`src/rtl/dac_bank_pkg.sv`:
```
package dac_bank_pkg;
  localparam int NUM_CH = 4;
  localparam int DATA_W = 12;
  localparam int BUS_W = 16;
  localparam int ADDR_W = 6;
  localparam logic [ADDR_W-1:0] CTL_OFS = 6'h02;
  localparam logic [ADDR_W-1:0] RANGE_OFS = 6'h12;
  localparam logic [ADDR_W-1:0] DATA_OFS = 6'h14;
  localparam int BIP_TOP = 7;
  localparam int GAIN_TOP = 11;
  localparam int RANGE_LO = BIP_TOP - NUM_CH + 1;
  localparam int RANGE_W = GAIN_TOP - RANGE_LO + 1;

  typedef struct packed {
    logic [NUM_CH-1:0] dataWe;
    logic ctlWe;
    logic rangeWe;
    logic rangeCommit;
    logic dataCommit;
  } strobe_t;
endpackage

```
`src/rtl/dac_bank_ctrl.sv`:
```
module dac_bank_ctrl
  import dac_bank_pkg::*;
(
  input  logic              clk,
  input  logic              rst,
  input  logic [ADDR_W-1:0] busAddr,
  input  logic              busWe,
  input  logic              busRe,
  input  logic [1:0]        ctlWrData,
  output strobe_t           strb,
  output logic              ctlEn,
  output logic              ctlBuf
);
  logic [NUM_CH-1:0] dataHit;

  for (genvar i = 0; i < NUM_CH; i++) begin : g_hit
    assign dataHit[i] = busWe && (busAddr == DATA_OFS + ADDR_W'(2 * i));
  end

  always_comb begin
    strb.dataWe      = dataHit;
    strb.ctlWe       = busWe && (busAddr == CTL_OFS);
    strb.rangeWe     = busWe && (busAddr == RANGE_OFS);
    strb.rangeCommit = busRe && (busAddr == RANGE_OFS);
    strb.dataCommit  = busRe && (busAddr == CTL_OFS);
  end

  // control word: enable and buffered select
  always_ff @(posedge clk) begin
    if (rst) begin
      ctlEn  <= 1'b0;
      ctlBuf <= 1'b0;
    end else if (strb.ctlWe) begin
      ctlEn  <= ctlWrData[1];
      ctlBuf <= ctlWrData[0];
    end
  end
endmodule

```
`src/rtl/dac_bank_dp.sv`:
```
module dac_bank_dp
  import dac_bank_pkg::*;
(
  input  logic                     clk,
  input  logic                     rst,
  input  strobe_t                  strb,
  input  logic                     ctlEn,
  input  logic                     ctlBuf,
  input  logic [DATA_W-1:0]        wrData,
  input  logic [RANGE_W-1:0]       rangeWr,
  output logic [NUM_CH*DATA_W-1:0] dacCode,
  output logic [RANGE_W-1:0]       rangePend,
  output logic [NUM_CH-1:0]        rangeGain,
  output logic [NUM_CH-1:0]        rangeBipolar
);
  logic [DATA_W-1:0] shadowQ [NUM_CH];
  logic [DATA_W-1:0] latchQ  [NUM_CH];
  logic [RANGE_W-1:0] rangeApplied;

  for (genvar i = 0; i < NUM_CH; i++) begin : g_ch
    always_ff @(posedge clk) begin
      if (rst) shadowQ[i] <= '0;
      else if (strb.dataWe[i]) shadowQ[i] <= wrData;
    end

    // commit read outranks an immediate write in the same cycle
    always_ff @(posedge clk) begin
      if (rst || !ctlEn) latchQ[i] <= '0;
      else if (strb.dataCommit) latchQ[i] <= shadowQ[i];
      else if (strb.dataWe[i] && !ctlBuf) latchQ[i] <= wrData;
    end

    assign dacCode[i*DATA_W +: DATA_W] = latchQ[i];
    assign rangeBipolar[i] = rangeApplied[BIP_TOP - i - RANGE_LO];
    assign rangeGain[i]    = rangeApplied[GAIN_TOP - i - RANGE_LO];
  end

  always_ff @(posedge clk) begin
    if (rst) begin
      rangePend    <= '0;
      rangeApplied <= '0;
    end else begin
      if (strb.rangeWe) rangePend <= rangeWr;
      if (strb.rangeCommit) rangeApplied <= rangePend;
    end
  end
endmodule

```
`src/rtl/dac_bank.sv`:
```
module dac_bank
  import dac_bank_pkg::*;
(
  input  logic                     clk,
  input  logic                     rst,
  input  logic [ADDR_W-1:0]        busAddr,
  input  logic                     busWe,
  input  logic                     busRe,
  input  logic [BUS_W-1:0]         busWrData,
  output logic [BUS_W-1:0]         busRdData,
  output logic [NUM_CH*DATA_W-1:0] dacCode,
  output logic [NUM_CH-1:0]        rangeGain,
  output logic [NUM_CH-1:0]        rangeBipolar
);
  strobe_t strb;
  logic ctlEn;
  logic ctlBuf;
  logic [RANGE_W-1:0] rangePend;
  logic unusedWrHi;

  assign unusedWrHi = ^busWrData[BUS_W-1:GAIN_TOP+1];

  dac_bank_ctrl u_ctrl (
    .clk      (clk),
    .rst      (rst),
    .busAddr  (busAddr),
    .busWe    (busWe),
    .busRe    (busRe),
    .ctlWrData(busWrData[1:0]),
    .strb     (strb),
    .ctlEn    (ctlEn),
    .ctlBuf   (ctlBuf)
  );

  dac_bank_dp u_dp (
    .clk         (clk),
    .rst         (rst),
    .strb        (strb),
    .ctlEn       (ctlEn),
    .ctlBuf      (ctlBuf),
    .wrData      (busWrData[DATA_W-1:0]),
    .rangeWr     (busWrData[GAIN_TOP:RANGE_LO]),
    .dacCode     (dacCode),
    .rangePend   (rangePend),
    .rangeGain   (rangeGain),
    .rangeBipolar(rangeBipolar)
  );

  always_comb begin
    busRdData = '0;
    if (busAddr == CTL_OFS) busRdData = BUS_W'({ctlEn, ctlBuf});
    else if (busAddr == RANGE_OFS) busRdData = BUS_W'(rangePend) << RANGE_LO;
  end
endmodule

```
`config.mk`:
```
export PLATFORM = sky130hd
export DESIGN_NAME = dac_bank
export DESIGN_NICKNAME = d
export VERILOG_FILES = /design/src/rtl/dac_bank_pkg.sv /design/src/rtl/dac_bank_ctrl.sv /design/src/rtl/dac_bank_dp.sv /design/src/rtl/dac_bank.sv
export SDC_FILE = /design/constraint.sdc
export NUM_CORES = 1
export LEC_CHECK = 0
export ABC_AREA = 1
export BUFFER_PORTS_ARGS = -buffer_cell sky130_fd_sc_hd__buf_2
export CAP_MARGIN = 20
export CORE_MARGIN = 4
export CORE_UTILIZATION = 55
export DETAILED_ROUTE_END_ITERATION = 16
export PLACE_DENSITY = 0.77
export SLEW_MARGIN = 10
export SYNTH_ARGS = -nofsm -noshare
export SYNTH_HDL_FRONTEND = slang
export SYNTH_SLANG_ARGS = --single-unit
```
`constraint.sdc`:
```
create_clock -name clk -period 3.7 [get_ports clk]
set_clock_uncertainty 0.2 [all_clocks]
set_input_delay 0.74 -clock clk [delete_from_list [all_inputs] [get_ports clk]]
set_output_delay 0.74 -clock clk [all_outputs]
set_load 0.005 [all_outputs]
```
======== Yosys cells after proc, flatten, opt, wreduce, memory -nomap -nowiden ========
Memories as Yosys holds them, arrays and structs flattened.
Index checks and enable logic that the tools add are counted.
word-level totals
  flip-flop bits (word level) ............. 18
  memory bits (writable) .................. 96
  input port bits ......................... 26
  logic and storage cells ................. 88
  memories kept ........................... 2
cells by class
  eq/ne operators ......................... 6
  multiplexer cells ....................... 49
  bitwise logic cells ..................... 12
  reductions and logical operators ........ 15
memory list
  name          words  bits a word  read ports  clocked after memory_dff  write ports  RTL line           RTL
  u_dp.latchQ   4      12           4           0                         4            dac_bank_dp.sv:17  logic [DATA_W-1:0] latchQ [NUM_CH];
  u_dp.shadowQ  4      12           4           0                         4            dac_bank_dp.sv:16  logic [DATA_W-1:0] shadowQ [NUM_CH];
operators with widths
  cell                                           count
  two-way mux 12 bit                             13
  two-way mux 1 bit                              35
  == test 6 x 5 -> 1 bit, second input constant  5
  two-way mux 16 bit                             1
  logical AND 1 bit                              12
  OR 1 bit                                       12
  == test 6 x 2 -> 1 bit, second input constant  1
  logical NOT 1 bit                              2
  logical OR 1 bit                               1

======== Longest topological paths before layout ========
  depth after elaboration ................. 8
  depth in mapped cells ................... 9
  gate-level depth less buffers ........... 8

======== By module ========
From an unflattened synthesis, not the netlist that was laid out.
unflattened totals
  cells, all modules ...................... 489
  area, all modules ....................... 4863.4 µm²
modules (own cells, without submodules)
  module         instances  cells an instance  area each (µm²)
  dac_bank_dp    1          411                4440.5
  dac_bank_ctrl  1          43                 254.0
  dac_bank       1          35                 168.9

======== Least setup slack after synthesis ========
Ideal clock, no wire load.
  kind .................................... in2reg
  start point ............................. in busAddr[4]
  end point ............................... mem u_dp.latchQ[1][0] (enable)
  setup time .............................. 398 ps
  arrival ................................. 2099 ps
  data required time ...................... 3102 ps
  setup slack ............................. 1004 ps
  stages .................................. 6
  buffers on the path ..................... 0
  path through ............................ inv_2 nor2_4 nand2_2 nor2_4 nand2_2 o21ai_0
RTL lines
  what             RTL line           RTL
  start, declared  dac_bank.sv:6      input logic [ADDR_W-1:0] busAddr,
  end, declared    dac_bank_dp.sv:17

======== Worst setup path after layout ========
  start point ............................. in busAddr[0]
  end point ............................... out busRdData[11]
on the way
  word-level cells in the longest chain between the ends .. 3
  elaborated cells on any way between the ends .. 4
RTL lines
  what                    RTL line        RTL
  == test 6 x 5 -> 1 bit  dac_bank.sv:52  else if (busAddr == RANGE_OFS) busRdData = BUS_W'(rangePend) << RANGE_LO;
  two-way mux 12 bit      dac_bank.sv:52
  two-way mux 16 bit (*)  dac_bank.sv:51  if (busAddr == CTL_OFS) busRdData = BUS_W'({ctlEn, ctlBuf});
  end, declared           dac_bank.sv:10  output logic [BUS_W-1:0] busRdData,
Mark *: on every way between the ends. The rest lies on a longest branch, timed or not.

==> metrics.txt <==
status finished, final reports clean; Netlist Area Pre-Place 5030 µm²; P&R area growth vs syn 20.9%; Tot Pwr 3.22 mW; Core Area 8810 µm²; CP arrival 1.74 ns; R2R Setup Slk 1.76 ns; busiest grt layer met2; CP Launch Type input pin; Hold Path Cell Cnt 2; Bufs on Longest Clock Path 2; hold endpoint u_dp.rangeApplied[5]; crit-path max FO 10; initial antenna violation count 0; Max-slew headroom 0.486; FF-to-FF Start u_ctrl.ctlBuf; share of layout cells above drive strength 1 0.265; Slew @ Worst Pin 0.766 ns; Netlist cell types 25; Critical Path RT 2.76 ns; fraction of the mapped netlist area in adder cells 0; std cell rows 34; Non-Filler Instances 701; first-pass GRT wire length 19800 µm; CP cell instances buf_2 > inv_2 > nand2_1 > nor3_4 > nand2_2 > nor2_1 > buf_2; vias in the first global route 3828; via count 3855; drt pass-1 iters 5; GPL Wtd Cong 0.859; Period Utilization, post-route 0.723; clk root buf clkbuf_8; post-CTS setup buffer count 0; design area 6080 µm²; post-CTS sizing 0; total CTS buffers 17; fillcell total 641; dpl ws 0.945 ns; largest net degree at the start of global routing 61; CP max-delay cell nand2_2; TNS Setup 0 ns; final worst slack 1.02 ns; most frequent cells in the layout 111 x nand2_1, 96 x edfxtp_1, 87 x nor2_1, 87 x buf_2, 67 x nand3_1; Post-synth EDFFs 96; DRC Markers 0; fin util 0.691; Die ar. 10700 µm²; Largest delay share family, worst path simple AND/OR/NAND/NOR gates; multiplexer area fraction after synthesis 0; CP bufs+invs 3; vias per cell 5.50; Achievable Freq 374 MHz; # setup viols final 0; syn avg cell area 10.2 µm²; Async S/R FF share, synth 0; CTS Sinks 114; sequential area share after synthesis 0.644; worst hold path type flip-flop to flip-flop; #FFs+latches synth 114; element type at the critical path end primary output; RSZ-0062 raised after global routing no; compound-gate portion of the synthesized area 0.00398; M1 GR Usage 0.297; Power Density 530 nW/µm²; Initial Utilization 0.571; largest family of logic cells by synthesized area simple AND/OR/NAND/NOR gates; Worst R2R End u_dp.latchQ[0][1]; Most Frequent Cell on Critical Path buf_2; most common cell after layout, fill and taps aside nand2_1; R2R depth 5; Routed WL 12300 µm; simple-gate share of the synthesized area 0.287; Die X-Extent 104 µm; Max Cap Violations 0; Synth area leaders edfxtp_1 57%, nand2_1 8.3%, dfxtp_1 7.2%; post-route ant nets 0; Tot GR Track Use 0.238; Pleak 2.81 nW; fin crit period 2.68 ns; 1st-iter DRT viols 482; Peak VDD IR 273 µV; # hold bufs at CTS 0; clock transition at the registers of the reported paths 0.06 ns; top cell type's share of synthesized area 0.573; num ports 98; critical path type input pin to primary output; Hold Fails Final Rpt 0; DPL Wire Length 7800 µm; post-synthesis xor/xnor area fraction 0; Avg WL per Cell 17.6 µm; GR Util met3 0.0616; n_diodes 0; Fin Hold WS 0.288 ns; Syn Inst Count 495; die height 104 µm; Ys Warns 0; GR Overflow Total 0; Clock Latency Late Sink 0.51 ns; Worst Hold Launch u_dp.rangeApplied[5]; dpl cell area 5470 µm²; Yosys top cell by area edfxtp_1; IO Port Bufs 87; H-Tree Depth 4; Main synth FF type edfxtp_1; max-slew violation count 0; CP peak stage delay 0.22 ns; CTS tree done; Critical Path Source busAddr[0]; # nets final 606; met2 Resource Use GR 0.381; dpl cells 669
==> power breakdown <==
group	switching (mW)	total [mW]	internal, mW
logic	0.0814	0.102	0.0203
registers	0.0101	1.42	1.41
clock network	0.549	1.70	1.15
total	0.640	3.22	2.58
==> layer usage <==
| metal | vias to the layer above | wire length [µm] |
|---|---|---|
| met4 | 0 | 452 |
| met5 | - | 0 |
| met3 | 39 | 1340 |
| li1 | 1806 | - |
| met2 | 229 | 5860 |
| met1 | 1781 | 4680 |
==> synthesized netlist by cell type, types with 2 or more instances <==
cell	n
nand4_1	14
nor2_4	7
nand3_1	67
clkbuf_1	9
nor2_1	87
inv_2	6
o21ai_0	3
buf_1	2
nand2_2	5
buf_6	4
buf_2	6
nor3_4	2
dfxtp_1	18
nand2_1	111
edfxtp_1	96
nor2_2	14
inv_1	26
buf_4	11
==> cell families (layout without fill, tap and decap cells) <==
family | after synthesis | after routing
simple gates | 311 | 311
flops | 114 | 114
buf+inv | 65 | 158
compound gates | 4 | 4
other cells | 1 | 6
==> tightest hold or removal path: cells and delay by family (launching register included) <==
kind,cells,cell delay (ns)
flip-flops,1,0.31
AND/OR/NAND/NOR,2,0.14
==> sequential cells by signal, summed over array words and instances, names as in the netlist <==
name,cells
u_ctrl.ctlBuf,1
u_ctrl.ctlEn,1
u_dp.latchQ,48
u_dp.rangeApplied,8
u_dp.rangePend,8
u_dp.shadowQ,48
==> how the worst max path moves through the flow <==
stage / end / slack (ns) / depth (start not counted)
2_1_floorplan: u_dp.latchQ[1][0] / 1.00 / 6
3_3_place_gp: u_dp.shadowQ[0][4] / 1.01 / 3
3_5_place_dp: u_dp.shadowQ[2][0] / 0.95 / 3
4_1_cts: busRdData[11] / 1.04 / 7
5_1_grt: busRdData[5] / 0.90 / 7
6_report: busRdData[11] / 1.02 / 7
==> area by class of cell <==
type | instances | area [µm²] | share of cell area
Timing Repair Buffer | 93 | 480 | 0.0790
Multi-Input combinational cell | 321 | 1490 | 0.245
Clock buffer | 19 | 422 | 0.0693
Sequential cell | 114 | 3240 | 0.533
Clock inverter | 13 | 190 | 0.0313
Inverter | 33 | 124 | 0.0204
Tap cell | 108 | 135 | 0.0222
(Power assumes the default switching activity.)
